## src/rtl/opendet_pkg.sv

```systemverilog
package opendet_pkg;

  // Strobes from control to datapath for the qualification counter
  typedef struct packed {
    logic restart;   // clear the count to zero
    logic advance;   // take one tick (wraps on hit)
  } cntCmd_t;

  localparam int DELAY_CODES = 4;

endpackage

```

## src/rtl/opendet_datapath.sv

```systemverilog
module opendet_datapath
  import opendet_pkg::*;
#(
  parameter int BASE_MS     = 10,
  parameter int SYNC_STAGES = 2
) (
  input  logic       clk,
  input  logic       rstN,
  input  logic       cmpHigh,
  input  logic       cmpLow,
  input  logic [1:0] delaySel,
  input  cntCmd_t    cmd,
  output logic       openNow,
  output logic       openChanged,
  output logic       cntHit
);

  localparam int MAX_DELAY = BASE_MS << (DELAY_CODES - 1);
  localparam int CNT_W     = $clog2(MAX_DELAY + 1);

  logic [1:0] rawIn;
  logic [1:0] syncOut;
  assign rawIn = {cmpHigh, cmpLow};

  // One synchronizer chain per comparator channel
  genvar ch;
  generate
    for (ch = 0; ch < 2; ch++) begin : g_sync
      logic [SYNC_STAGES-1:0] chain;
      always_ff @(posedge clk or negedge rstN) begin
        if (!rstN) chain <= '0;
        else       chain <= {chain[SYNC_STAGES-2:0], rawIn[ch]};
      end
      assign syncOut[ch] = chain[SYNC_STAGES-1];
    end
  endgenerate

  logic openPrev;
  assign openNow     = ~(syncOut[1] ^ syncOut[0]);
  assign openChanged = openNow ^ openPrev;

  always_ff @(posedge clk or negedge rstN) begin
    if (!rstN) openPrev <= 1'b0;
    else       openPrev <= openNow;
  end

  // Qualification counter
  logic [CNT_W-1:0] cnt;
  logic [CNT_W-1:0] cntNext;
  logic [CNT_W-1:0] limit;

  assign limit   = CNT_W'(BASE_MS) << delaySel;
  assign cntNext = cnt + CNT_W'(1);
  assign cntHit  = (cntNext >= limit);

  always_ff @(posedge clk or negedge rstN) begin
    if (!rstN)            cnt <= '0;
    else if (cmd.restart) cnt <= '0;
    else if (cmd.advance) cnt <= cntHit ? '0 : cntNext;
  end

endmodule

```

## src/rtl/opendet_control.sv

```systemverilog
module opendet_control
  import opendet_pkg::*;
(
  input  logic    clk,
  input  logic    rstN,
  input  logic    msTick,
  input  logic    rstEnable,
  input  logic    statusRead,
  input  logic    openNow,
  input  logic    openChanged,
  input  logic    cntHit,
  output cntCmd_t cmd,
  output logic    openFlag,
  output logic    chgPulse,
  output logic    resetReq
);

  logic fire;

  always_comb begin
    cmd.restart = openChanged | ~openNow;
    cmd.advance = msTick & openNow & ~openChanged;
    fire        = cmd.advance & cntHit;
  end

  always_ff @(posedge clk or negedge rstN) begin
    if (!rstN) begin
      openFlag <= 1'b0;
      chgPulse <= 1'b0;
      resetReq <= 1'b0;
    end else begin
      // a report takes priority over a concurrent read
      openFlag <= fire | (openFlag & ~statusRead);
      chgPulse <= fire;
      resetReq <= fire & rstEnable;
    end
  end

endmodule

```

## src/rtl/opendet_filter.sv

```systemverilog
module opendet_filter
  import opendet_pkg::*;
#(
  parameter int BASE_MS     = 10,
  parameter int SYNC_STAGES = 2
) (
  input  logic       clk,
  input  logic       rstN,
  input  logic       msTick,
  input  logic       cmpHigh,
  input  logic       cmpLow,
  input  logic [1:0] delaySel,
  input  logic       rstEnable,
  input  logic       statusRead,
  output logic       openFlag,
  output logic       chgPulse,
  output logic       resetReq
);

  cntCmd_t cmd;
  logic    openNow;
  logic    openChanged;
  logic    cntHit;

  opendet_datapath #(
    .BASE_MS    (BASE_MS),
    .SYNC_STAGES(SYNC_STAGES)
  ) u_dp (
    .clk        (clk),
    .rstN       (rstN),
    .cmpHigh    (cmpHigh),
    .cmpLow     (cmpLow),
    .delaySel   (delaySel),
    .cmd        (cmd),
    .openNow    (openNow),
    .openChanged(openChanged),
    .cntHit     (cntHit)
  );

  opendet_control u_ctl (
    .clk        (clk),
    .rstN       (rstN),
    .msTick     (msTick),
    .rstEnable  (rstEnable),
    .statusRead (statusRead),
    .openNow    (openNow),
    .openChanged(openChanged),
    .cntHit     (cntHit),
    .cmd        (cmd),
    .openFlag   (openFlag),
    .chgPulse   (chgPulse),
    .resetReq   (resetReq)
  );

endmodule

```

## config.mk

```make
export PLATFORM = sky130hd
export DESIGN_NAME = opendet_filter
export DESIGN_NICKNAME = d
export VERILOG_FILES = /design/src/rtl/opendet_pkg.sv /design/src/rtl/opendet_datapath.sv /design/src/rtl/opendet_control.sv /design/src/rtl/opendet_filter.sv
export SDC_FILE = /design/constraint.sdc
export NUM_CORES = 1
export LEC_CHECK = 0
export BUFFER_PORTS_ARGS = -buffer_cell sky130_fd_sc_hd__buf_2
export CAP_MARGIN = 20
export CORE_MARGIN = 2
export CORE_UTILIZATION = 45
export DETAILED_ROUTE_END_ITERATION = 8
export MAX_ROUTING_LAYER = met4
export PLACE_DENSITY = 0.69
export SYNTH_ARGS = -nofsm -noshare
export SYNTH_HDL_FRONTEND = slang
export SYNTH_HIERARCHICAL = 1
export SYNTH_SLANG_ARGS = --single-unit
```

## constraint.sdc

```tcl
create_clock -name clk -period 3.1 [get_ports clk]
set_clock_uncertainty 0.05 [all_clocks]
set_input_delay 0.62 -clock clk [delete_from_list [all_inputs] [get_ports clk]]
set_output_delay 0.62 -clock clk [all_outputs]
set_load 0.1 [all_outputs]
```

Word-level counts from Yosys, hierarchy flattened
Index checks and enable logic that the tools add are counted.
{"block": "totals", "inputBits": 9, "output_inout_bits": 3, "elab_cells": 26, "regBits": 15}
{"block": "op_classes", "n_mux": 3, "n_shift": 1, "n_bitwise": 12, "magnitude_cmp": 1, "n_reduce_logical": 1, "n_addsub": 1}
{"operator": "7-bit 2-to-1 mux", "count": 3}
{"operator": "7-bit by 1-bit adder with 7-bit output (second input constant)", "count": 1}
{"operator": "7-bit greater-or-equal comparator", "count": 1}
{"operator": "4-bit by 2-bit left shift with 7-bit output (first input constant)", "count": 1}
{"operator": "1-bit AND", "count": 5}
{"operator": "1-bit NOT", "count": 3}
{"operator": "1-bit OR", "count": 2}
{"operator": "2-bit nonzero test", "count": 1}
{"operator": "1-bit XOR", "count": 2}

Longest topological paths before layout
Gate-level depths: netlist of the first run.
{"block": "depth", "ltp_word": 7, "mapped_depth": 11, "depth_no_buf": 10}

By module
Netlist of the first run, hierarchy kept.
{"mod": "opendet_datapath", "seq_area_each_um2": 300.3, "instances": 1, "area_per_inst_um2": 674.4, "cells_each": 62}
{"mod": "opendet_control", "seq_area_each_um2": 75.1, "instances": 1, "area_per_inst_um2": 116.4, "cells_each": 9}

Worst setup path after synthesis of the first run
OpenSTA, ideal clock, no wires.
{"block": "synth_path", "path_kind": "flip-flop to flip-flop", "startpoint": "reg u_dp.cnt[0]", "endpoint": "reg u_ctl.openFlag", "path_slack_ns": 0.875, "setup_time_ns": 0.122, "t_arrival_ns": 2.053, "path_stages_with_launch": 12, "required_ns": 2.928, "path_buffers": 1, "period_less_slack_ns": 2.225, "path_cell_list": "dfrtp_1 ha_1 nand3_1 nor2_1 xor2_1 ha_1 and4_1 o21ai_2 and3_1 buf_6 inv_1 a22o_1"}
{"block": "synth_between", "elab_chain_len": 4}
{"item": "start, declared", "line_no": "opendet_datapath.sv:48", "source": "logic [CNT_W-1:0] cnt;"}
{"item": "start signal, assigned", "line_no": "opendet_datapath.sv:59", "source": "else if (cmd.advance) cnt <= cntHit ? '0 : cntNext;"}
{"item": "7-bit by 1-bit adder with 7-bit output", "line_no": "opendet_datapath.sv:53", "source": "assign cntNext = cnt + CNT_W'(1);"}
{"item": "7-bit greater-or-equal comparator", "line_no": "opendet_datapath.sv:54", "source": "assign cntHit = (cntNext >= limit);"}
{"item": "net cntHit", "line_no": "opendet_filter.sv:23", "source": "logic cntHit;"}
{"item": "1-bit AND", "line_no": "opendet_control.sv:23", "source": "fire = cmd.advance & cntHit;"}
{"item": "1-bit OR", "line_no": "opendet_control.sv:33", "source": "openFlag <= fire | (openFlag & ~statusRead);"}
{"item": "end signal, assigned", "line_no": "opendet_control.sv:33"}
{"item": "end, declared", "line_no": "opendet_control.sv:13", "source": "output logic openFlag,"}
The timed path passes the listed nets, and every way through them passes these cells.
A chain may end at the register's enable or synchronous reset.

Worst setup path after layout of the first run
Ends and elaborated chain as after synthesis.

==> results of run 1 <==
[area by class of cell]
cell class / count / area, sq um
Clock buffer: 4 / 26.3
Tap cell: 17 / 21.3
Multi-Input combinational cell: 50 / 385
Sequential cell: 15 / 375
Timing Repair Buffer: 11 / 55.1
Fill cell: 162 / 811
Inverter: 4 / 15.0
[layer usage]
layer	track usage, %	up-vias	share of wire, %
li1	-	285	-
met5	-	-	0
met3	4.76	2	3.1
met1	19.0	279	46
met4	6.86	0	0.74
met2	25.6	12	50
[critical path, stage by stage (launching register included)]
cell and delay (ns):
dfrtp_1 0.41, ha_1 0.24, nand3_1 0.13, nor2_1 0.15, xor2_1 0.22, ha_1 0.29, and4_1 0.22, o21ai_2 0.07
and3_1 0.30, inv_1 0.09, a22o_1 0.20
[path summary, 6_finish.rpt]
| check | cells after the start | start | endpoint |
|---|---|---|---|
| max in group asynchronous | 1 | rstN | u_dp/g_sync[0].chain[1] |
| worst max register to register | 10 | u_dp/cnt[0] | u_ctl/openFlag |
| worst max-delay path | 10 | u_dp/cnt[0] | u_ctl/openFlag |
| worst min-delay path | 1 | rstN | u_ctl/resetReq |
| min in group clk | 0 | u_dp/g_sync[1].chain[0] | u_dp/g_sync[1].chain[1] |
| worst min register to register | 0 | u_dp/g_sync[1].chain[0] | u_dp/g_sync[1].chain[1] |
[registers in the layout, indices dropped and copies added, names as in the netlist]
name               count
u_dp/cnt               7
u_dp/g_sync.chain      4
u_ctl/chgPulse         1
u_ctl/openFlag         1
u_ctl/resetReq         1
u_dp/openPrev          1
[cell usage in the layout, fill, tap and decap left out, drive strengths merged, types with 2 or more instances in the layout]
cell type and instances:
and3b 2, dfrtp 15, nand2 5, a32o 5, nand2b 2, buf 11, xnor2 4, inv 4
o21ai 2, clkbuf 4, and3 3, nand3 4, nor2 2, xor2 3, ha 7
[cell usage after synthesis]
cell | number | share of area [%]
buf_6 | 1 | 1.4
nand3_1 | 4 | 2.5
nand4_1 | 1 | 0.79
and4_1 | 1 | 1.1
a22o_1 | 1 | 1.1
and2_1 | 1 | 0.79
or2_2 | 1 | 0.79
inv_1 | 4 | 1.9
nand2b_1 | 2 | 1.6
xnor2_1 | 4 | 4.4
a31oi_1 | 1 | 0.79
clkbuf_1 | 1 | 0.47
nor2b_1 | 1 | 0.79
o21a_1 | 1 | 0.95
o21ai_2 | 1 | 1.1
a21o_2 | 1 | 1.1
a32o_1 | 5 | 6.3
o22ai_1 | 1 | 0.79
xor2_1 | 3 | 3.3
ha_1 | 7 | 11
nand2_1 | 5 | 2.4
nor2_1 | 2 | 0.95
and3b_2 | 1 | 1.3
and3_1 | 3 | 2.4
dfrtp_1 | 15 | 47
o21ai_0 | 1 | 0.63
a21oi_1 | 1 | 0.63
and3b_1 | 1 | 1.1
[kinds of logic (layout without fill, tap and decap cells)]
kind of cell | Yosys count | after routing | synth area share, %
and+or+nand+nor | 23 | 23 | 16.5
DFF | 15 | 15 | 47.5
AOI/OAI and AO/OA | 13 | 13 | 13.5
adders and majority gates | 7 | 7 | 11.1
xor gates and xnor gates | 7 | 7 | 7.75
buffers and inverters | 6 | 19 | 3.80
[through the flow]
step / util, % / power [uW]
after floorplan: - / 238
after global placement: 50.4 / 251
after detailed placement: 50.4 / 253
after CTS: 52.0 / 367
after global routing: 52.0 / 385
final: 52.0 / 360
[power breakdown]
group	switching [uW]	internal [uW]	total [uW]	leakage [uW]
clock network	61.4	49.9	111	0.0000150
registers	2.81	201	204	0.000198
logic	27.9	17.0	44.9	0.000240
==> metrics.md, run 1 <==
| Metric | Value |
|---|---|
| Outcome | completed |
| Clk buf depth | 2 |
| Cell Area, Placed | between 800 and 900 sq um |
| Largest net degree at the start of global routing | 16 |
| Remaining DRCs | 0 |
| Cell variety after synth | 28 |
| Total core area | approximately 1700 sq um |
| Worst setup margin | 0.608 ns |
| Share of layout cells above drive strength 1 | about 21% |
| Synthesized flop and latch total | 15 |
| # setup viols final | 0 |
| Fin cells | 101 |
| Via Count | between 500 and 600 |
| First-pass GRT wire length | approximately 2300 microns |
| Worst Path Required | approximately 3.2 ns |
| Clock sinks | 15 |
| Seq/Total Area, Yosys | between 40% and 50% |
| Crit path time final | between 2 and 2.5 ns |
| Crit path arrival time | about 2.6 ns |
| Post-Syn Area | just under 800 sq um |
| Final Instance Area | approximately 880 sq um |
| Die height | around 46 microns |
| R2r setup slk | 0.61 ns |
| Vias in the first global route | 535 |
| Kind of critical path | flop to flop |
| RSZ-0062 raised after global routing | no |
| Layout area overhead | 11.1% |
| Endpoint class of the critical path | flop |
| Max cap viols | 0 |
| FP Rows | 15 |
| Initial Util | 46.8% |
| Total CTS buffers | 3 |
| Initial antenna violation count | 0 |
| Final HPWL DP | around 1100 microns |
| Wire per inst | between 10 and 15 microns |
| Starting DRC count in detailed routing | 10 |
| Fin nets | 101 |
| Final ANT Viol Nets | 0 |
| Part of the cycle the worst path needs | 80.4% |
| Critical Path Fanout Max | 6 |
| Synthesized area per cell | approximately 11 sq um |
| Num ports | 12 |
| Place WS | 0.622 ns |
| Gr ovfl total | 0 |
| Placed cells | 97 |
| GRT Total Usage | 16.2% |
| Maximum vdd drop | around 0.23 mV |
| Worst Hold Slack | 0.168 ns |
| Worst slew pin tran | approximately 0.48 ns |
| H-tree levels | 1 |
| Number of gates resized after CTS | 0 |
| Min-delay worst type | primary input to asynchronous set/reset pin |
| Die W | approximately 46 microns |
| Slew margin rel. | 67.9% |
| Mapped Cells | between 70 and 80 |
| Startpoint types | flop |
| DRT Pass-1 Iters | 4 |
| Syn nets | slightly below 90 |
| Routability Congestion | slightly above 0.7 |
| Leakage | between 0.0004 and 0.0005 uW |
| Post-Route WL | between 1000 and 1500 microns |
| TNS Setup | 0 ns |
| Power Density | approximately 400 nW/um^2 |
| Postcts setup bufs | 0 |
| CTS tree | yes |
| Fmax | approximately 400 MHz |
| Hold_buf cts | 0 |
| # diodes | 0 |
| Clk slew on worst S/H paths | 0.09 ns |
| Die area | between 2000 and 2500 sq um |
| Yosys warnings | 6 |
| Hold Fails Final Rpt | 0 |
| Vias per cell | 5.72 |
| Worst-Skew Late Latency | ~0.28 ns |
| Clk root buf | clkbuf_4 |
| Final Slew Violations | 0 |
| PortBufs | 11 |
Note: power is estimated with default switching activity, not from simulation.
==> run 2, diff against run 1 <==
--- a/config.mk
+++ b/config.mk
@@ -5,6 +5,7 @@
 export SDC_FILE = /design/constraint.sdc
 export NUM_CORES = 1
 export LEC_CHECK = 0
+export ABC_AREA = 1
 export BUFFER_PORTS_ARGS = -buffer_cell sky130_fd_sc_hd__buf_2
 export CAP_MARGIN = 20
 export CORE_MARGIN = 2
==> constraint.sdc (replaced) <==
create_clock -name clk -period 2.3 [get_ports clk]
set_clock_uncertainty 0.05 [all_clocks]
set_input_delay 0.46 -clock clk [delete_from_list [all_inputs] [get_ports clk]]
set_output_delay 0.46 -clock clk [all_outputs]
set_load 0.1 [all_outputs]
==> run 2 against run 1 <==
Sequential cell count unchanged. Sequential share of layout area shrank 6.1 points. First-iteration DRC count grew 20%. Hold slack got worse by 0.16 ns. Final area increased by 17%. Synthesized area rose by 14%. Worst setup slack worse by 0.34 ns. Via count is 23% higher. Non-clock buffer count rose by 1. Synthesized cell count grew 59%. Utilization rose by 1.5 points. Total power increased by 36%. Largest cell class unchanged. Largest power group unchanged.
==> metrics.md, run 2 <==
| Metric | Value |
|---|---|
| PortBufs | 11 (unchanged) |
| Total CTS buffers | 3 (unchanged) |
| Placed cells | 150 (+55%) |
| Min-delay worst type | primary input to asynchronous set/reset pin |
| Worst Hold Slack | 0.0116 ns (-0.157 ns) |
| Maximum vdd drop | 0.442 mV (+95%) |
| Synth top area share | 41.7% (-5.8 points) |
| Endpoint class of the critical path | flop |
| Leakage | 0.000578 uW (+28%) |
| Wire per inst | 10.4 microns (-23%) |
| Starting DRC count in detailed routing | 12 (+2) |
| Synthesized flop and latch total | 15 (unchanged) |
| First-pass GRT wire length | 3010 microns (+33%) |
| FP Rows | 16 (+1) |
| Initial antenna violation count | 0 (unchanged) |
| Xor and xnor fraction of the mapped netlist area | 2.92% (-4.8 points) |
| Fin nets | 144 (+43%) |
| Area leader, netlist | dfrtp_1 |
| Initial Util | 46.9% (+0.060 points) |
| Post-synthesis mux area share | 0% (unchanged) |
| Cell Area, Placed | 990 sq um (+16%) |
| Gr ovfl total | 0 (unchanged) |
| Post-Syn Area | 901 sq um (+14%) |
| Synthesized area per cell | 7.97 sq um (-28%) |
| Adder-Cell Fraction of Synth Area | 9.72% (-1.4 points) |
| Top FF cell, synth | dfrtp_1 |
| Max cap viols | 0 (unchanged) |
| Vias in the first global route | 723 (+35%) |
| Part of the cycle the worst path needs | 88.5% (+8.1 points) |
| Worst-Skew Late Latency | 0.28 ns (about the same) |
| Routability Congestion | 0.809 (+12%) |
| Largest regs | u_dp/cnt x7, u_dp/g_sync.chain x4 |
| Fmax | 491 MHz (+22%) |
| Final ANT Viol Nets | 0 (unchanged) |
| Cell variety after synth | 21 (-25%) |
| Post-synthesis simple-gate area fraction | 26.7% (+10 points) |
| Power Density | 476 nW/um^2 (+16%) |
| Reg2Reg Depth | 11 (+1) |
| Syn nets | 129 (+48%) |
| Async set-or-reset flop fraction in the synthesized netlist | 100% (unchanged) |
| Crit path arrival time | 2.16 ns (-0.46 ns) |
| Most common cell after layout, fill and taps aside | nand2_1 |
| Worst Path Required | 2.43 ns (-0.79 ns) |
| Die W | 48.7 microns (+6.1%) |
| Share of layout cells above drive strength 1 | 22.0% (+0.62 points) |
| Slew margin rel. | 67.7% (-0.23 points) |
| Reg-to-reg startpoint | u_dp/cnt[1] |
| DRT Pass-1 Iters | 3 (-1) |
| Final HPWL DP | 1290 microns (+21%) |
| Die area | 2380 sq um (+13%) |
| Synth top cells by count | nand2_1, inv_1, dfrtp_1 |
| Largest family of logic cells by synthesized area | simple AND/OR/NAND/NOR gates |
| Synth area leaders | dfrtp_1, nand2_1, inv_1 |
| Largest net degree at the start of global routing | 16 (unchanged) |
| GRT Total Usage | 17.4% (+1.2 points) |
| H-tree levels | 1 (unchanged) |
| Worst slew pin tran | 0.488 ns (+0.00856 ns) |
| # setup viols final | 0 (unchanged) |
| Clk slew on worst S/H paths | 0.09 ns (about the same) |
| Total power draw | 489 uW (+36%) |
| Clk root buf | clkbuf_4 |
| Clock sinks | 15 (unchanged) |
| Commonest cells after routing, fill and taps aside | nand2_1, inv_1, dfrtp_1, buf_2, nor2_1 |
| Post-synthesis compound-gate area fraction | 7.78% (-5.7 points) |
| EDFF count, synth | 0 (unchanged) |
| Mapped Cells | 113 (+59%) |
| Via Count | 713 (+23%) |
| R2r setup slk | 0.26 ns (-0.34 ns) |
| RSZ-0062 raised after global routing | no |
| Count leader, synth | nand2_1 |
| Total core area | 1920 sq um (+14%) |
| Hold Fails Final Rpt | 0 (unchanged) |
| Layout area overhead | 14.2% |
| Clk buf depth | 2 (unchanged) |
| Vias per cell | 4.63 (-19%) |
| Max reg flops | 7 (unchanged) |
| Yosys warnings | 6 (unchanged) |
| Crit path time final | 2.04 ns (-0.456 ns) |
| Post-Route WL | 1590 microns (+17%) |
| Register bank with the most flops | u_dp/cnt |
| TNS Setup | 0 ns (unchanged) |
| Hold_buf cts | 0 (unchanged) |
| Fin cells | 154 (+52%) |
| Seq/Total Area, Yosys | 41.7% (-5.8 points) |
| Postcts setup bufs | 0 (unchanged) |
| Critical Path Fanout Max | 5 (-1) |
| Final Slew Violations | 0 (unchanged) |
| # diodes | 0 (unchanged) |
| Startpoint types | flop |
| Final Instance Area | 1030 sq um (+17%) |
| CTS tree | yes |
| Kind of critical path | flop to flop |
| Die height | 48.7 microns (+6.1%) |
| Outcome | completed |
| Worst r2r dst | u_ctl/openFlag |
| Num ports | 12 (unchanged) |
| Remaining DRCs | 0 (unchanged) |
| Fillcell total | 192 (+19%) |
-- run 2: changes by cell type in the layout (fill, tap and decap cells not counted), moves of 3 or more --
cell / change
nand2_1: +24
inv_1: +20
nor2_1: +8
o21bai_1: +6
a32o_1: -5
and3_1: -3
-- run 2: metrics by stage --
step                      worst slack (ns)  utilization [%]
final                                0.265             53.5
after global routing                0.0498             53.5
after CTS                            0.157             52.9
after detailed placement             0.182             51.5
after global placement               0.230             51.5
after floorplan                      0.444                -
-- run 2: report_power, final --
| part | switching (uW) | internal, uW |
|---|---|---|
| Sequential | 3.79 | 271 |
| Combinational | 43.7 | 22.6 |
| Clock | 84.0 | 64.5 |
-- run 2: worst max-delay path by stage --
stage / startpoint / to / slack, ns
3_3_place_gp: u_dp/cnt[0] / u_dp/cnt[2] / 0.23
2_1_floorplan: u_dp/cnt[0] / u_ctl/openFlag / 0.44
6_report: u_dp/cnt[1] / u_ctl/openFlag / 0.26
5_1_grt: u_dp/cnt[1] / u_dp/cnt[2] / 0.05
3_5_place_dp: u_dp/cnt[0] / u_dp/cnt[6] / 0.18
4_1_cts: u_dp/cnt[0] / u_dp/cnt[2] / 0.16
-- run 2: timing repair --
action                                  CTS  global route
endpoints found under the setup margin    0             7
endpoints found under the hold margin     0             0
resized for setup                         0             3
-- run 2: per-layer routing --
metal  GRT usage [%]  wire, microns  up-vias
met5               -              0        -
met4            8.57             44        0
met3            3.70             45        4
met2            28.1            766        9
met1            20.5            738      328
li1                -              -      372
-- run 2: final cells by class --
class                           count  area [sq um]  share of cell area [%]
Clock inverter                      1          5.00                   0.487
Multi-Input combinational cell     71           434                    42.2
Clock buffer                        3          22.5                    2.19
Inverter                           25          93.8                    9.12
Sequential cell                    15           377                    36.6
Timing Repair Buffer               12          62.6                    6.08
Tap cell                           27          33.8                    3.28
-- run 2: critical path, stage by stage (launching register included) --
cell and delay [ns]:
dfrtp_1 0.42, ha_2 0.26, nand4_1 0.10, nand2_1 0.09, inv_1 0.05, ha_1 0.30
nand2_1 0.09, inv_1 0.05, a21oi_2 0.22, nand2_1 0.10, nand4_2 0.12, nand2_1 0.07
-- run 2: cells by family after synthesis --
logic type      Yosys count
flops                    15
xor+xnor                  3
compound gates            9
buf+inv                  27
fa+ha+maj                 7
simple gates             52
==> run 3, diff against run 2 <==
--- a/config.mk
+++ b/config.mk
@@ -13,6 +13,7 @@
 export DETAILED_ROUTE_END_ITERATION = 8
 export MAX_ROUTING_LAYER = met4
 export PLACE_DENSITY = 0.69
+export RECOVER_POWER = 50
 export SYNTH_ARGS = -nofsm -noshare
 export SYNTH_HDL_FRONTEND = slang
 export SYNTH_HIERARCHICAL = 1
==> run 3 against run 2 <==
Register-to-register slack is essentially flat. Combinational power is essentially flat. Routed wire length shrank 0.13%. Maximum frequency is essentially flat. Sequential power is essentially flat. Utilization shrank 0.065 points. Critical path type unchanged. Highest routed layer unchanged.
==> metrics.md, run 3 (same netlist as run 2, synthesis figures left out) <==
| Metric | Value |
|---|---|
| Power Density | 476 nW/um^2 (about the same) |
| GRT Max-Usage Layer | met2 |
| Clock sinks | 15 (unchanged) |
| Initial Util | 46.9% (unchanged) |
| Hold_buf cts | 0 (unchanged) |
| Slowest-stage cell, CP | dfrtp_1 |
| DRT Pass-1 Iters | 3 (unchanged) |
| First-pass GRT wire length | 3010 microns (unchanged) |
| RSZ-0062 raised after global routing | no |
| Met1 usage | 20.5% (unchanged) |
| Startpoint types | flop |
| Clk root buf | clkbuf_4 |
| Starting DRC count in detailed routing | 12 (unchanged) |
| PortBufs | 11 (unchanged) |
| # setup viols final | 0 (unchanged) |
| Area occupied by multi-input gates | 434 sq um (unchanged) |
| Largest net degree at the start of global routing | 16 (unchanged) |
| Min-delay worst type | primary input to asynchronous set/reset pin |
| Clk buf depth | 2 (unchanged) |
| Critical Path Fanout Max | 5 (unchanged) |
| Routability Congestion | 0.809 (unchanged) |
| GRT Total Usage | 17.4% (unchanged) |
| Post-Route WL | 1590 microns (-0.13%) |
| Crit path arrival time | 2.16 ns (about the same) |
| Gr ovfl total | 0 (unchanged) |
| Die area | 2380 sq um (unchanged) |
| Initial antenna violation count | 0 (unchanged) |
| Sequential cell area | 377 sq um (unchanged) |
| Vias per cell | 4.64 (+0.14%) |
| Via Count | 714 (+0.14%) |
| Layout area overhead | 14.0% |
| Fin cells | 154 (unchanged) |
| Slew margin rel. | 46.6% (-21 points) |
| FP Rows | 16 (unchanged) |
| Final Slew Violations | 0 (unchanged) |
| Critical Path Max Stage Delay | 0.42 ns (about the same) |
| CP Buf/Inv Count | 2 (unchanged) |
| Kind of critical path | flop to flop |
| Met2 GRT Util | 28.1% (unchanged) |
| # diodes | 0 (unchanged) |
| Vias in the first global route | 723 (unchanged) |
| Placed cells | 150 (unchanged) |
| Final HPWL DP | 1290 microns (unchanged) |
| Maximum vdd drop | 0.442 mV (about the same) |
| Total CTS buffers | 3 (unchanged) |
| Worst-Skew Late Latency | 0.28 ns (about the same) |
| Reg-to-reg startpoint | u_dp/cnt[1] |
| Worst slew pin tran | 0.801 ns (+0.313 ns) |
| Worst setup path start | u_dp/cnt[1] |
| Fin nets | 144 (unchanged) |
| H-tree levels | 1 (unchanged) |
| Leakage | 0.000576 uW (-0.48%) |
| Met3 GRT Util | 3.70% (unchanged) |
| Endpoint class of the critical path | flop |
| Hold Fails Final Rpt | 0 (unchanged) |
| Most common cell after layout, fill and taps aside | nand2_1 |
| Remaining DRCs | 0 (unchanged) |
| Most common cell on crit path | nand2_1 |
| TNS Setup | 0 ns (unchanged) |
| Max reg flops | 7 (unchanged) |
| Fillcell total | 193 (+0.52%) |
| Die W | 48.7 microns (unchanged) |
| CTS tree | yes |
| Max cap viols | 0 (unchanged) |
| CP top delay family | simple AND/OR/NAND/NOR gates |
| Share of layout cells above drive strength 1 | 21.3% (-0.79 points) |
| Crit path time final | 2.04 ns (-0.00000500 ns) |
| Wire per inst | 10.3 microns (-0.13%) |
| Num ports | 12 (unchanged) |
| Clk slew on worst S/H paths | 0.09 ns (about the same) |
| Die height | 48.7 microns (unchanged) |
| Outcome | completed |
| Commonest cells after routing, fill and taps aside | nand2_1, inv_1, dfrtp_1, buf_2, nor2_1 |
| Total core area | 1920 sq um (unchanged) |
| Largest regs | u_dp/cnt x7, u_dp/g_sync.chain x4 |
| Worst Path Required | 2.43 ns (about the same) |
| Part of the cycle the worst path needs | 88.5% (about the same) |
| Fmax | 491 MHz (about the same) |
| Register bank with the most flops | u_dp/cnt |
| CP Cell Sequence | ha_2, nand4_1, nand2_1, inv_1, ha_1, nand2_1, inv_1, a21oi_2, nand2_1, nand4_2, nand2_1 |
| Final ANT Viol Nets | 0 (unchanged) |
run 3: cell types whose count changed in the layout (fill, tap and decap cells not counted), sizes merged:
cell and delta:
clkbuf +1, buf -1
run 3: path summary, 6_finish.rpt:
kind | cells past startpoint | endpoint | slack (ns)
min in group clk | 1 | u_dp/g_sync[0].chain[0] | 0.22
setup reg to reg | 11 | u_ctl/openFlag | 0.26
hold reg to reg | 0 | u_dp/g_sync[0].chain[1] | 0.30
setup / recovery | 11 | u_ctl/openFlag | 0.26
hold / removal | 1 | u_dp/g_sync[1].chain[0] | 0.18
max in group asynchronous | 1 | u_dp/cnt[0] | 1.47
run 3: layout make-up:
cell class	count	area share, %
clock buffer	3	2.19
clock inverter	1	0.487
inverter	25	9.14
multi-input combinational	71	42.3
sequential	15	36.7
tap	27	3.29
timing repair buffer	12	5.97
run 3: repair_timing:
action,4_1_cts,5_1_grt
setup buffers,0,0
resized for setup,0,3
endpoints found under the setup margin,0,7
run 3: routing by layer:
metal / part of all wire (%) / vias to the layer above
li1: - / 372
met1: 46 / 329
met2: 48 / 9
met3: 2.8 / 4
met4: 2.8 / 0
met5: 0 / -
run 3: worst register-to-register path, delay by kind of cell (launching register included):
kind | cells | cell delay [ns]
AND/OR/NAND/NOR | 6 | 0.57
adder cells (fa/ha/maj) | 2 | 0.56
flip-flops | 1 | 0.42
AO/OA/AOI/OAI | 1 | 0.22
buffers and inverters | 2 | 0.10
run 3: power by group:
group | total, uW | internal (uW) | switching [uW] | leakage (uW)
clock network | 149 | 64.5 | 84.0 | 0.0000177
logic | 66.0 | 22.3 | 43.7 | 0.000362
registers | 275 | 271 | 3.79 | 0.000196
total | 489 | 358 | 131 | 0.000576
run 3: metrics by stage:
| step | worst slack (ns) | total power, uW | util, % | hold slack, ns | area, sq um |
|---|---|---|---|---|---|
| floorplan | 0.444 | 323 | - | 0.114 | 901 |
| global placement | 0.230 | 343 | 51.5 | 0.284 | 990 |
| detailed placement | 0.182 | 346 | 51.5 | 0.286 | 990 |
| CTS | 0.157 | 498 | 52.9 | 0.0120 | 1020 |
| global route | 0.0498 | 522 | 53.5 | 0.207 | 1030 |
| finish | 0.265 | 489 | 53.5 | 0.177 | 1030 |
